===== src/rtl/cbr_refresh_sched.sv =====
`timescale 1ns/1ps
module cbr_refresh_sched #(
  parameter int INIT_WAIT_CYC = 40000,
  parameter int REFI_4K_CYC   = 3120,
  parameter int REFI_8K_CYC   = 1560,
  parameter int INIT_BURST    = 8,
  parameter int DEBT_MAX      = 8,
  parameter int T_RP_CYC      = 8,
  parameter int T_CSR_CYC     = 1,
  parameter int T_CHR_CYC     = 2,
  parameter int T_RAS_CYC     = 12,
  parameter int T_RC_CYC      = 22
) (
  input  logic clk,
  input  logic rst_n,
  input  logic dens_8k,
  output logic ref_req,
  input  logic ref_gnt,
  output logic ras_n,
  output logic cas_n,
  output logic we_n,
  output logic init_done
);
  localparam int RC_GAP    = T_RC_CYC - T_RAS_CYC - T_CSR_CYC;
  localparam int T_PRE_CYC = (T_RP_CYC > RC_GAP) ? T_RP_CYC : RC_GAP;
  localparam int LONG1     = (INIT_WAIT_CYC > T_PRE_CYC) ? INIT_WAIT_CYC : T_PRE_CYC;
  localparam int LONGEST   = (LONG1 > T_RAS_CYC) ? LONG1 : T_RAS_CYC;
  localparam int CW        = $clog2(LONGEST + 1);
  localparam int REFI_MAX  = (REFI_4K_CYC > REFI_8K_CYC) ? REFI_4K_CYC : REFI_8K_CYC;
  localparam int TW        = $clog2(REFI_MAX + 1);
  localparam int DW        = $clog2(DEBT_MAX + 1);
  localparam int IW        = $clog2(INIT_BURST + 1);

  typedef enum logic [2:0] {S_WAIT, S_IDLE, S_REQ, S_PRE, S_CSU, S_RLO} st_t;

  st_t           st;
  logic [CW-1:0] tcnt;
  logic [TW-1:0] tmr;
  logic [DW-1:0] debt;
  logic [IW-1:0] init_cnt;

  wire [TW-1:0] refi_m1  = dens_8k ? TW'(REFI_8K_CYC - 1) : TW'(REFI_4K_CYC - 1);
  wire          tick     = init_done && (tmr == refi_m1);
  wire          cyc_done = (st == S_RLO) && (tcnt == CW'(T_RAS_CYC - 1));
  wire          pay_debt = cyc_done && (init_cnt == '0);
  wire          pending  = (init_cnt != '0) || (debt != '0);

  assign ref_req = (st == S_REQ) || (st == S_PRE) || (st == S_CSU) || (st == S_RLO);
  assign ras_n   = (st != S_RLO);
  assign cas_n   = !((st == S_CSU) || ((st == S_RLO) && (tcnt < CW'(T_CHR_CYC))));
  assign we_n    = 1'b1;

  always_ff @(posedge clk or negedge rst_n) begin
    if (!rst_n) begin
      tmr <= '0;
    end else if (init_done) begin
      tmr <= (tmr >= refi_m1) ? '0 : tmr + 1'b1;
    end
  end

  always_ff @(posedge clk or negedge rst_n) begin
    if (!rst_n) begin
      debt <= '0;
    end else begin
      case ({tick, pay_debt})
        2'b10:   if (debt != DW'(DEBT_MAX)) debt <= debt + 1'b1;
        2'b01:   debt <= debt - 1'b1;
        default: debt <= debt;
      endcase
    end
  end

  always_ff @(posedge clk or negedge rst_n) begin
    if (!rst_n) begin
      init_cnt  <= IW'(INIT_BURST);
      init_done <= 1'b0;
    end else if (cyc_done && init_cnt != '0) begin
      init_cnt <= init_cnt - 1'b1;
      if (init_cnt == IW'(1)) init_done <= 1'b1;
    end
  end

  always_ff @(posedge clk or negedge rst_n) begin
    if (!rst_n) begin
      st   <= S_WAIT;
      tcnt <= '0;
    end else begin
      case (st)
        S_WAIT: begin
          if (tcnt == CW'(INIT_WAIT_CYC - 1)) begin
            st   <= S_REQ;
            tcnt <= '0;
          end else begin
            tcnt <= tcnt + 1'b1;
          end
        end
        S_IDLE: if (debt != '0 && !ref_gnt) st <= S_REQ;
        S_REQ: begin
          if (ref_gnt) begin
            st   <= S_PRE;
            tcnt <= '0;
          end
        end
        S_PRE: begin
          if (tcnt == CW'(T_PRE_CYC - 1)) begin
            st   <= pending ? S_CSU : S_IDLE;
            tcnt <= '0;
          end else begin
            tcnt <= tcnt + 1'b1;
          end
        end
        S_CSU: begin
          if (tcnt == CW'(T_CSR_CYC - 1)) begin
            st   <= S_RLO;
            tcnt <= '0;
          end else begin
            tcnt <= tcnt + 1'b1;
          end
        end
        S_RLO: begin
          if (cyc_done) begin
            st   <= S_PRE;
            tcnt <= '0;
          end else begin
            tcnt <= tcnt + 1'b1;
          end
        end
        default: begin
          st   <= S_IDLE;
          tcnt <= '0;
        end
      endcase
    end
  end
endmodule


===== config.mk =====
export PLATFORM = sky130hd
export DESIGN_NAME = cbr_refresh_sched
export DESIGN_NICKNAME = d
export VERILOG_FILES = /design/src/rtl/cbr_refresh_sched.sv
export SDC_FILE = /design/constraint.sdc
export NUM_CORES = 1
export LEC_CHECK = 0
export ABC_AREA = 1
export CAP_MARGIN = 20
export CORE_ASPECT_RATIO = 0.7
export CORE_MARGIN = 5
export CORE_UTILIZATION = 25
export DETAILED_ROUTE_END_ITERATION = 8
export DONT_BUFFER_PORTS = 1
export PLACE_DENSITY = 0.45
export SLEW_MARGIN = 25
export SYNTH_ARGS = -nofsm -noshare
export SYNTH_HDL_FRONTEND = slang
export SYNTH_SLANG_ARGS = --single-unit

===== constraint.sdc =====
create_clock -name clk -period 2.3 [get_ports clk]
set_clock_uncertainty 0.15 [all_clocks]
set_input_delay 0.23 -clock clk [delete_from_list [all_inputs] [get_ports clk]]
set_output_delay 0.23 -clock clk [all_outputs]
set_load 0.02 [all_outputs]

==> out/metrics.cfg <==
[run_status]
status=completed

[route]
drtIter0Drc=172
vias=2272
dr.pass1.iters=6
antenna_left=0
detail_route.wl_per_cell_um=11.93
wirelength_mm=6.038
drc_errors=0
routed_via_density=4.490

[global_routing]
grt_pass1_wl_mm=10.25
grt_overflow=0
antenna_found_initial=0
grt_max_degree=41
grt_use_total_pct=10.01
grt_pass1_vias=2082

[critical_path]
r2r_slack_ns=0.12
cp_data_required_time_ns=2.33
critPathLaunchType=flip-flop
r2r-start=tmr[5]
end_kind=flip-flop
reg2reg_depth=16
path_class=reg2reg
path_max_fanout=4
reg2reg_to=debt[2]
arrival_ns=2.20

[cts]
cts_tree=done
clock_latency_ns=0.28
htreeDepth=2
cts_inserted_buffers=5
cts_root_buf=clkbuf_16
ctsLongestPathBuffers=2
clkTransAtPathRegs_ns=0.06
cts.sinks=40

[timing]
worst_slew_pin_slew_ns=0.6106
setup_viol=0
slew_viol_final=0
max_clock_freq_mhz=459.7
setup_tns_ns=0
min_period_ns=2.175
timing.hold.ws_ns=0.2022
max_slew_margin_pct=58.76
rsz0062_at_grt=yes
hold_viol=0
final.period_utilization_pct=94.58

[synth]
syn_nets=361
synth_xor_area_share_pct=5.026
synth.distinct_cells=36
ys_seq_elements=40
synth_area_per_cell_sq_um=7.576
synth-adder-area-share_pct=5.744
synthesis.area_sq_um=2614
ys_seq_area_share_pct=38.34
synth_simple_gate_area_share_pct=34.75
synthCells=345
synthMuxAreaShare_pct=0
yosysWarnings=0
synth_compound_area_share_pct=8.617
synth_top_family_by_area=simple AND/OR/NAND/NOR gates

[die]
dieArea_sq_um=12630
ios=9
die_h_um=95.55
core_sq_um=10280
core.rowCount=31
start_util_pct=25.43
die_w_um=132.2

[hold_path]
hold_path_end=st[1]
hold_depth=4
hold_class=in2reg
holdCritStartpoint=ref_gnt

[placed_design]
place_inst=490
routabilityCongestion=0.7700
placed_area_sq_um=2884
dp_hpwl_mm=4.583
port_buffers=0

[finish]
area_growth_pct=22.31
instances_no_fill=506
design_area_sq_um=3197
layout-drive-gt1-share_pct=21.93
nets=390
diodes=0

[power_and_ir_drop]
internal_power_mw=1.174
total_power_mw=1.485
p_seq_share_pct=47.4
p_clk_share_pct=50.0
p_comb_share_pct=2.7
swShare_pct=20.98
leakage_nw=1.427
p_sw_mw=0.3116
pwr_density_cell_nw_per_um2=464.6
vdd_drop_max_uv=312.9

[flow_run]
maxCapViolations=0

[power groups by stage]
stage	Sequential (mW)	Combinational, mW	Clock [mW]
finish	0.704	0.0396	0.742
floorplan	0.717	0.0128	0
global placement	0.717	0.0141	0
global route	0.703	0.0467	0.798
detailed placement	0.717	0.0140	0
CTS	0.703	0.0370	0.768
[metrics by stage]
stage	worst slack, ns	util, %
global placement	0.08419	28.06
finish	0.1247	31.10
detailed placement	0.03087	28.06
global route	-0.06660	31.10
CTS	0.01543	29.91
floorplan	0.1890	-
[cell usage in the layout (no fill, tap or decap), types with 10 or more instances in the layout]
cell type / count
ha_1: 10
inv_1: 36
nor2_2: 22
nor2_1: 34
dfrtp_1: 39
buf_4: 23
a21oi_1: 13
xor2_1: 13
nand2_1: 71
nand3_1: 26
[Yosys cell counts]
library cell  number  share of area (%)
nand2_1           77                 11
dfrtp_1           39                 37
nor2_1            39                5.6
inv_1             38                5.5
nand3_1           27                5.2
nor2_2            18                4.3
a21oi_1           13                2.5
xor2_1            13                4.4
ha_1              12                5.7
o21ai_0            9                1.7
nor3_1             8                1.5
nand4_1            6                1.4
o211ai_1           6                1.7
o21ai_1            5               0.96
inv_2              4               0.57
nor2_4             3                1.3
buf_6              2               0.86
nand2_2            2               0.48
nand3b_1           2               0.57
nor3_2             2               0.77
nor3b_1            2               0.57
o21a_1             2               0.57
or2_1              2               0.48
xnor2_1            2               0.67
a31oi_1            1               0.24
a41oi_1            1               0.34
and3_1             1               0.24
buf_4              1               0.29
clkbuf_2           1               0.19
conb_1             1               0.14
dfstp_2            1                1.0
nand3_2            1               0.38
nor3_4             1               0.62
o21ai_2            1               0.34
o22ai_1            1               0.24
or2_0              1               0.24
[state kept, by name (all words and copies together) (netlist names)]
name and count:
tmr 12, init_done 1, st 3, init_cnt 4, tcnt 16, debt 4
[cell type report]
type,count,area [sq um]
Multi-Input combinational cell,259,1489
Tap cell,132,165.2
Timing Repair Buffer,26,230.2
Clock buffer,7,152.6
Inverter,42,157.7
Fill cell,1084,7082
Sequential cell,40,1002
[per-layer routing]
layer	up-vias	GRT usage, %	share of wire (%)
li1	1168	-	-
met1	1066	15.42	56
met2	33	13.28	38
met3	5	2.848	5.0
met4	0	2.797	0.93
met5	-	0	0
[worst max-delay path, cell delays in order (launching register included)]
cell     delay [ns]
dfrtp_1        0.42
ha_4           0.30
nand2_4        0.05
inv_2          0.06
nand2_2        0.05
nor2_2         0.12
nand3_2        0.11
nand3_4        0.10
xor2_1         0.15
inv_1          0.07
ha_2           0.17
inv_2          0.06
nand2_2        0.05
nand2_2        0.07
nand3_1        0.06
nand2_1        0.05
inv_1          0.04
[cell families (layout without fill, tap and decap cells)]
kind of cell / count (synthesis) / in the layout
AND/OR/NAND/NOR: 192 / 192
adder cells (fa/ha/maj): 12 / 12
XOR/XNOR: 15 / 15
AO/OA/AOI/OAI: 39 / 39
flip-flops: 40 / 40
buffers and inverters: 46 / 75
other: 1 / 1
[worst max-delay path by stage]
stage | depth (start not counted) | endpoint | startpoint
finish | 16 | debt[2] | tmr[5]
global placement | 13 | debt[2] | init_cnt[0]
floorplan | 13 | debt[2] | init_cnt[0]
detailed placement | 15 | debt[2] | tcnt[6]
CTS | 14 | debt[2] | tmr[9]
global route | 16 | debt[2] | tmr[5]
[repair_timing]
| action | CTS | global route |
|---|---|---|
| setup buffers | 0 | 7 |
| endpoints found under the setup margin | 0 | 2 |
| resized for setup | 0 | 20 |
| hold buffers | 2 | 0 |
| endpoints found under the hold margin | 40 | 0 |
No activity file was read; power rests on OpenSTA's default activity.
